--- src/rtl/evt_irq_pkg.sv ---
package evt_irq_pkg;

    typedef enum logic [2:0] {
        SEL_RAW  = 3'd0,
        SEL_SSET = 3'd1,
        SEL_SCLR = 3'd2,
        SEL_MRD  = 3'd3,
        SEL_MSET = 3'd4,
        SEL_MCLR = 3'd5,
        SEL_NONE = 3'd7
    } reg_sel_e;

    // Source positions in bank 0
    localparam int SRC_LINK_UP   = 4;
    localparam int SRC_LINK_DOWN = 5;
    localparam int SRC_RX_DONE   = 13;
    localparam int SRC_TX_DONE   = 16;
    localparam int SRC_MGMT_DONE = 23;
    localparam int SRC_MGMT_ERR  = 24;

endpackage

--- src/rtl/evt_irq_decode.sv ---
module evt_irq_decode
    import evt_irq_pkg::*;
#(
    parameter int ADDR_W    = 8,
    parameter int NUM_BANKS = 2,
    parameter int BANK_SPAN = 64
) (
    input  logic [ADDR_W-1:0]    addr,
    output reg_sel_e             sel,
    output logic [NUM_BANKS-1:0] bank_hit
);
    localparam int OFF_W = $clog2(BANK_SPAN);
    localparam int IDX_W = ADDR_W - OFF_W;

    logic [OFF_W-1:0] offset;
    logic [IDX_W-1:0] bank_idx;
    reg_sel_e         sel_raw;

    assign offset   = addr[OFF_W-1:0];
    assign bank_idx = addr[ADDR_W-1:OFF_W];

    always_comb begin
        sel_raw = SEL_NONE;
        if (offset == OFF_W'(8'h00)) sel_raw = SEL_RAW;
        if (offset == OFF_W'(8'h04)) sel_raw = SEL_SSET;
        if (offset == OFF_W'(8'h08)) sel_raw = SEL_SCLR;
        if (offset == OFF_W'(8'h0C)) sel_raw = SEL_MRD;
        if (offset == OFF_W'(8'h10)) sel_raw = SEL_MSET;
        if (offset == OFF_W'(8'h14)) sel_raw = SEL_MCLR;
    end

    assign sel = sel_raw;

    for (genvar b = 0; b < NUM_BANKS; b++) begin : g_hit
        assign bank_hit[b] = (bank_idx == IDX_W'(b)) && (sel_raw != SEL_NONE);
    end
endmodule

--- src/rtl/evt_irq_bank.sv ---
module evt_irq_bank
    import evt_irq_pkg::*;
#(
    parameter int SRC_W = 32
) (
    input  logic             clk,
    input  logic             rst_n,
    input  logic             wr_en,
    input  reg_sel_e         sel,
    input  logic [SRC_W-1:0] wdata,
    input  logic [SRC_W-1:0] evt,
    output logic [SRC_W-1:0] status_o,
    output logic [SRC_W-1:0] mask_o,
    output logic [SRC_W-1:0] rdata_o,
    output logic             irq_o
);
    typedef struct packed {
        logic [SRC_W-1:0] status;
        logic [SRC_W-1:0] mask;
    } bank_state_t;

    bank_state_t st_d, st_q;

    always_comb begin
        st_d = st_q;
        if (wr_en) begin
            case (sel)
                SEL_SSET: st_d.status = st_q.status | wdata;
                SEL_SCLR: st_d.status = st_q.status & ~wdata;
                SEL_MSET: st_d.mask   = st_q.mask | wdata;
                SEL_MCLR: st_d.mask   = st_q.mask & ~wdata;
                default:  st_d = st_q;
            endcase
        end
        // Hardware events are merged last so they win over a clear
        st_d.status = st_d.status | evt;
    end

    always_ff @(posedge clk or negedge rst_n) begin
        if (!rst_n) begin
            st_q.status <= '0;
            st_q.mask   <= '1;
        end else begin
            st_q <= st_d;
        end
    end

    always_comb begin
        case (sel)
            SEL_RAW:                    rdata_o = st_q.status;
            SEL_MRD, SEL_MSET, SEL_MCLR: rdata_o = st_q.mask;
            default:                    rdata_o = '0;
        endcase
    end

    assign status_o = st_q.status;
    assign mask_o   = st_q.mask;
    assign irq_o    = |(st_q.status & ~st_q.mask);
endmodule

--- src/rtl/evt_irq_rdmux.sv ---
module evt_irq_rdmux #(
    parameter int SRC_W     = 32,
    parameter int NUM_BANKS = 2
) (
    input  logic [NUM_BANKS-1:0]       bank_hit,
    input  logic [NUM_BANKS*SRC_W-1:0] bank_rdata,
    output logic [SRC_W-1:0]           rdata
);
    always_comb begin
        rdata = '0;
        for (int b = 0; b < NUM_BANKS; b++) begin
            if (bank_hit[b]) rdata = rdata | bank_rdata[b*SRC_W +: SRC_W];
        end
    end
endmodule

--- src/rtl/evt_irq_ctrl.sv ---
module evt_irq_ctrl
    import evt_irq_pkg::*;
#(
    parameter int NUM_BANKS = 2,
    parameter int SRC_W     = 32,
    parameter int ADDR_W    = 8,
    parameter int BANK_SPAN = 64
) (
    input  logic                       clk,
    input  logic                       rst_n,
    input  logic                       bus_wr,
    input  logic [ADDR_W-1:0]          bus_addr,
    input  logic [SRC_W-1:0]           bus_wdata,
    output logic [SRC_W-1:0]           bus_rdata,
    input  logic [NUM_BANKS*SRC_W-1:0] evt_i,
    output logic [NUM_BANKS-1:0]       irq_o
);
    localparam int TOT_W = NUM_BANKS * SRC_W;

    reg_sel_e             sel;
    logic [NUM_BANKS-1:0] bank_hit;
    logic [TOT_W-1:0]     bank_rdata;
    logic [TOT_W-1:0]     status_all;
    logic [TOT_W-1:0]     mask_all;

    evt_irq_decode #(
        .ADDR_W   (ADDR_W),
        .NUM_BANKS(NUM_BANKS),
        .BANK_SPAN(BANK_SPAN)
    ) decode_i (
        .addr    (bus_addr),
        .sel     (sel),
        .bank_hit(bank_hit)
    );

    for (genvar b = 0; b < NUM_BANKS; b++) begin : g_bank
        evt_irq_bank #(
            .SRC_W(SRC_W)
        ) bank_i (
            .clk     (clk),
            .rst_n   (rst_n),
            .wr_en   (bus_wr && bank_hit[b]),
            .sel     (sel),
            .wdata   (bus_wdata),
            .evt     (evt_i[b*SRC_W +: SRC_W]),
            .status_o(status_all[b*SRC_W +: SRC_W]),
            .mask_o  (mask_all[b*SRC_W +: SRC_W]),
            .rdata_o (bank_rdata[b*SRC_W +: SRC_W]),
            .irq_o   (irq_o[b])
        );
    end

    evt_irq_rdmux #(
        .SRC_W    (SRC_W),
        .NUM_BANKS(NUM_BANKS)
    ) rdmux_i (
        .bank_hit  (bank_hit),
        .bank_rdata(bank_rdata),
        .rdata     (bus_rdata)
    );
endmodule

--- config.mk ---
export PLATFORM = sky130hd
export DESIGN_NAME = evt_irq_ctrl
export DESIGN_NICKNAME = d
export VERILOG_FILES = /design/src/rtl/evt_irq_pkg.sv /design/src/rtl/evt_irq_decode.sv /design/src/rtl/evt_irq_bank.sv /design/src/rtl/evt_irq_rdmux.sv /design/src/rtl/evt_irq_ctrl.sv
export SDC_FILE = /design/constraint.sdc
export NUM_CORES = 1
export LEC_CHECK = 0
export BUFFER_PORTS_ARGS = -buffer_cell sky130_fd_sc_hd__buf_2
export CORE_MARGIN = 3
export CORE_UTILIZATION = 52
export DETAILED_ROUTE_END_ITERATION = 7
export GPL_TIMING_DRIVEN = 0
export MAX_ROUTING_LAYER = met4
export PLACE_DENSITY = 0.76
export SLEW_MARGIN = 25
export SYNTH_ARGS = -nofsm -noshare
export SYNTH_HDL_FRONTEND = slang
export SYNTH_SLANG_ARGS = --single-unit
--- constraint.sdc ---
create_clock -name clk -period 2.5 [get_ports clk]
set_clock_uncertainty 0.05 [all_clocks]
set_input_delay 0.25 -clock clk [delete_from_list [all_inputs] [get_ports clk]]
set_output_delay 0.25 -clock clk [all_outputs]
set_load 0.01 [all_outputs]
=== Word level (Yosys, flattened, before mapping) ===
Index checks and enable logic that the tools add are counted.

* Eq/ne operators: 12
* Multiplexer cells: 16
* Bitwise operators: 16
* Reduce and logical (&&, ||, !) cells: 13

{| class="wikitable"
|+ Operators with widths
! cell !! number
|-
| $pmux 32 s2 || 6
|-
| $or 32x32->32 || 7
|-
| $and 32x32->32 || 6
|-
| $mux 64 || 2
|-
| $not 32->32 || 3
|-
| $mux 32 || 2
|-
| $reduce_or 32->1 || 2
|-
| $mux 3 || 6
|-
| $eq 6x4->1 const B || 2
|-
| $eq 6x5->1 const B || 2
|-
| $eq 3x2->1 const B || 2
|-
| $eq 3x3->1 const B || 2
|-
| $eq 6x3->1 const B || 1
|-
| $logic_not 6->1 || 1
|-
| $logic_and 1x1->1 || 4
|-
| $reduce_and 2->1 || 2
|-
| $eq 3x1->1 const B || 1
|-
| $logic_not 3->1 || 1
|-
| $ne 3x3->1 const B || 1
|-
| $reduce_or 3->1 || 1
|-
| $eq 2x1->1 const B || 1
|-
| $logic_not 2->1 || 1
|-
| $reduce_bool 2->1 || 1
|}

* Flip-flop bits (word level): 128
* Input bits: 107
* Output and inout port bits: 34
* Logic and storage cells: 61

=== Logic depth before layout (Yosys ltp) ===
* Depth in word-level cells: 13
* Mapped depth: 7
* Depth with buffers taken out: 4

=== Modules after synthesis ===
A second synthesis with hierarchy kept.

* Cell total of the unflattened synthesis: 801
* Area total of the unflattened synthesis: 7158.1 um2

{| class="wikitable"
|+ By module, submodules not included
! module !! times used !! cells an instance !! area each (um2)
|-
| evt_irq_bank || 2 || 377 || 3372.0
|-
| evt_irq_rdmux || 1 || 38 || 350.3
|-
| evt_irq_decode || 1 || 7 || 51.3
|-
| evt_irq_ctrl || 1 || 2 || 12.5
|}

=== Worst setup path before layout ===
Ideal clock, no wire load.

* Kind: input -> output
* Start point: in bus_addr[5]
* End point: out bus_rdata[10]
* Arrival time: 1732 ps
* Data required time: 2200 ps
* Slack: 468 ps
* Stages on the path: 6
* Buffers on the path: 2
* Cells stage by stage: or3_1 -> buf_6 -> nor4_4 -> buf_6 -> a22oi_1 -> o22ai_1

* Longest elaborated chain between the ends: 13

{| class="wikitable"
|+ Ends and longest elaborated chain
! element !! RTL line !! text
|-
| start, declared || evt_irq_ctrl.sv:12 || <nowiki>input logic [ADDR_W-1:0] bus_addr,</nowiki>
|-
| $logic_not 6->1 || evt_irq_decode.sv:24 || <nowiki>if (offset == OFF_W'(8'h00)) sel_raw = SEL_RAW;</nowiki>
|-
| $mux 3 || evt_irq_decode.sv:24 ||
|-
| $mux 3 || evt_irq_decode.sv:25 || <nowiki>if (offset == OFF_W'(8'h04)) sel_raw = SEL_SSET;</nowiki>
|-
| $mux 3 || evt_irq_decode.sv:26 || <nowiki>if (offset == OFF_W'(8'h08)) sel_raw = SEL_SCLR;</nowiki>
|-
| $mux 3 || evt_irq_decode.sv:27 || <nowiki>if (offset == OFF_W'(8'h0C)) sel_raw = SEL_MRD;</nowiki>
|-
| $mux 3 || evt_irq_decode.sv:28 || <nowiki>if (offset == OFF_W'(8'h10)) sel_raw = SEL_MSET;</nowiki>
|-
| $mux 3 * || evt_irq_decode.sv:29 || <nowiki>if (offset == OFF_W'(8'h14)) sel_raw = SEL_MCLR;</nowiki>
|-
| $eq 3x2->1 or $eq 3x3->1 (tied branches) || evt_irq_bank.sv:49 || <nowiki>case (sel)</nowiki>
|-
| $reduce_or 3->1 || evt_irq_bank.sv:49 ||
|-
| $pmux 32 s2 || evt_irq_bank.sv:49 ||
|-
| $mux 32 || evt_irq_rdmux.sv:12 || <nowiki>if (bank_hit[b]) rdata = rdata | bank_rdata[b*SRC_W +: SRC_W];</nowiki>
|-
| $or 32x32->32 || evt_irq_rdmux.sv:12 ||
|-
| $mux 32 * || evt_irq_rdmux.sv:12 ||
|-
| end, declared || evt_irq_ctrl.sv:14 || <nowiki>output logic [SRC_W-1:0] bus_rdata,</nowiki>
|}

Every way passes the cells marked *; elsewhere a longest branch is shown, timed or not.

==> reports/qor.txt <==
Setup TNS = -43.5 ps
Vias in the first global route = 7391
Layout cells sized above 1 = 26.9%
Wire length per cell = 21.4 µm
Area contributors post-synth = dfstp_2, dfrtp_1, a21oi_1
Chip height = 123 µm
Synthesized area = 0.00706 mm²
Top FF cell, synth = dfstp_2
Post-route cell area = 0.00942 mm²
Worst hold path class = in2reg
Post-Route WL = 26.4 mm
CTS Buf Count = 17
Worst EP arrival = 2240 ps
Port bufs = 137
Detailed Routing Iterations Pass 1 = 8
Post-Syn Nets = 935
Worst EP required = 2200 ps
FFs w/ async S/R, synth = 100%
Deepest clock path buffer count = 2
Failing checks = negative setup slack
# DRC = 0
Syn avg cell area = 8.53 µm²
CTS Sinks = 128
Worst R2R Setup Slack = 1520 ps
Hold Vio Cnt, Final = 0
Area grow syn2layout = 33.3%
CP max FO = 3
Period utilization = 102%
Flops & latches, synth = 128
Synthesis warning total = 0
Diodes inserted = 0
Final worst slack = -43.5 ps
Max VDD drop = 528 µV
Crit path kind = reg2out
Worst Max-Slew Pin Slew = 813 ps
Worst hold margin = 51.9 ps
DP Area = 0.00800 mm²
Register clock-pin slew on the reported worst setup and hold paths = 50 ps
Clk_lat worst skew = 430 ps
Final Setup Violations = 1
I/O pin cnt = 141
Power Density = 619 mW/mm²
Pleak = 4.04 nW
Initial Util = 54.6%
Tot Pwr = 5.83 mW
Max Cap Violations = 0
Post-route minimum period = 2540 ps
Slew Limit Fails = 0
Status = finished with violations
Placement Rows = 41
Worst rel slew slack = 45.8%
Initial antenna violation count = 0
Pre-CTS WS = -219 ps
Drt initial violations = 1154
Seq/Total Area, Yosys = 46.5%
Largest net degree at the start of global routing = 75
Post-synth EDFFs = 0
Fmax = 0.393 GHz
Fillcell total = 1021
GR Overflow Total = 0
GRT Total Usage = 37.2%
Area leader, netlist = dfstp_2
Vias per cell = 6.19
Nets = 1159
Core Region = 0.0129 mm²
Vias = 7660
Root buffer cell = clkbuf_16
Routability Congestion = 0.987
CTS tree = done
Die W = 123 µm
CP Launch Type = register
CP endpoint kind = primary output
Cells after synthesis = 828
Final ANT Viol Nets = 0
Post-DP HPWL = 17.9 mm
Synth top area share = 23.8%
Global-route wire length before repair = 40.5 mm
Max H-tree Level = 4
Die area = 0.0150 mm²
Synth unique cells = 36
-- cell usage after synthesis (all sizes together) (2+ instances only) --
master and count:
nor4 13, a21oi 126, and2 31, buf 30
inv 64, clkbuf 64, a22oi 64, or3 2
dfrtp 64, o21ai 65, nand3 2, a31oi 64
o22ai 63, dfstp 64, nand2 97, nand4 2
-- metrics by stage --
| stage | utilization, % | instances |
|---|---|---|
| 2_1_floorplan | - | 828 |
| 3_3_place_gp | 61.6 | 1137 |
| 3_5_place_dp | 61.9 | 1138 |
| 4_1_cts | 72.5 | 1237 |
| 5_1_grt | 72.9 | 1237 |
| 6_report | 72.9 | 1237 |
-- critical path, stage by stage (launching register included) --
cell     delay [ps]
dfstp_2         570
o22ai_1         120
nor4_1          560
nand4_1         250
buf_4           190
buf_2           130
-- power breakdown --
| part | switching [mW] | total (mW) | internal, mW |
|---|---|---|---|
| combinational | 0.314 | 0.571 | 0.256 |
| clock | 0.927 | 2.94 | 2.02 |
| sequential | 0.0916 | 2.32 | 2.23 |
| total | 1.33 | 5.83 | 4.50 |
-- cells in the final DEF, fill, tap and decap left out, drive strengths merged, types with 2 or more instances in the layout --
cell type	Yosys	routed
bufinv	0	7
a31oi	64	64
dfrtp	64	64
o22ai	63	63
clkbuf	64	85
nand4	2	2
o21ai	65	65
and2	31	31
a21oi	126	126
clkinv	0	3
nor4	13	13
dfstp	64	64
buf	30	170
or3	2	2
dlygate4sd3	0	65
nand3	2	2
inv	64	64
nand2	97	97
a22oi	64	64
-- per-layer routing --
| layer | global-route usage [%] | wire length (µm) | vias to the layer above |
|---|---|---|---|
| li1 | - | - | 3451 |
| met1 | 48.9 | 10300 | 3563 |
| met2 | 55.3 | 11900 | 561 |
| met3 | 8.39 | 3160 | 85 |
| met4 | 16.6 | 1050 | 0 |
| met5 | - | 0 | - |
-- path summary, 6_finish.rpt --
path,start,endpoint,depth (start not counted)
setup / recovery,register,irq_o[1],5
hold / removal,bus_wdata[31],g_bank[0].bank_i.status_o[31],3
setup reg to reg,register,register,2
hold reg to reg,register,register,2
max in group asynchronous,rst_n,async pin,3
min in group asynchronous,rst_n,g_bank[1].bank_i.status_o[26],2
-- area by class of cell --
class | instances | area, µm² | share of cell area (%)
tap | 172 | 215 | 2.28
clock inverter | 11 | 233 | 2.47
timing repair buffer | 205 | 1390 | 14.7
multi-input combinational | 542 | 3120 | 33.2
sequential | 128 | 3280 | 34.9
buffer | 94 | 475 | 5.05
clock buffer | 21 | 460 | 4.89
inverter | 64 | 240 | 2.55
-- timing repair --
item | 4_1_cts | 5_1_grt
hold buffers | 65 | 0
pin swaps | 1 | 1
cloned | 0 | 0
setup buffers | 2 | 0
resized for setup | 8 | 12
endpoints found under the hold margin | 101 | 0
setup endpoints to repair | 32 | 32
-- kinds of logic after synthesis --
family	count (synthesis)	synth area share [%]
buf+inv	158	9.95
flops	128	46.5
mux	1	0.142
simple gates	155	11.3
compound gates	386	32.1
No activity file was read; power rests on OpenSTA's default activity.
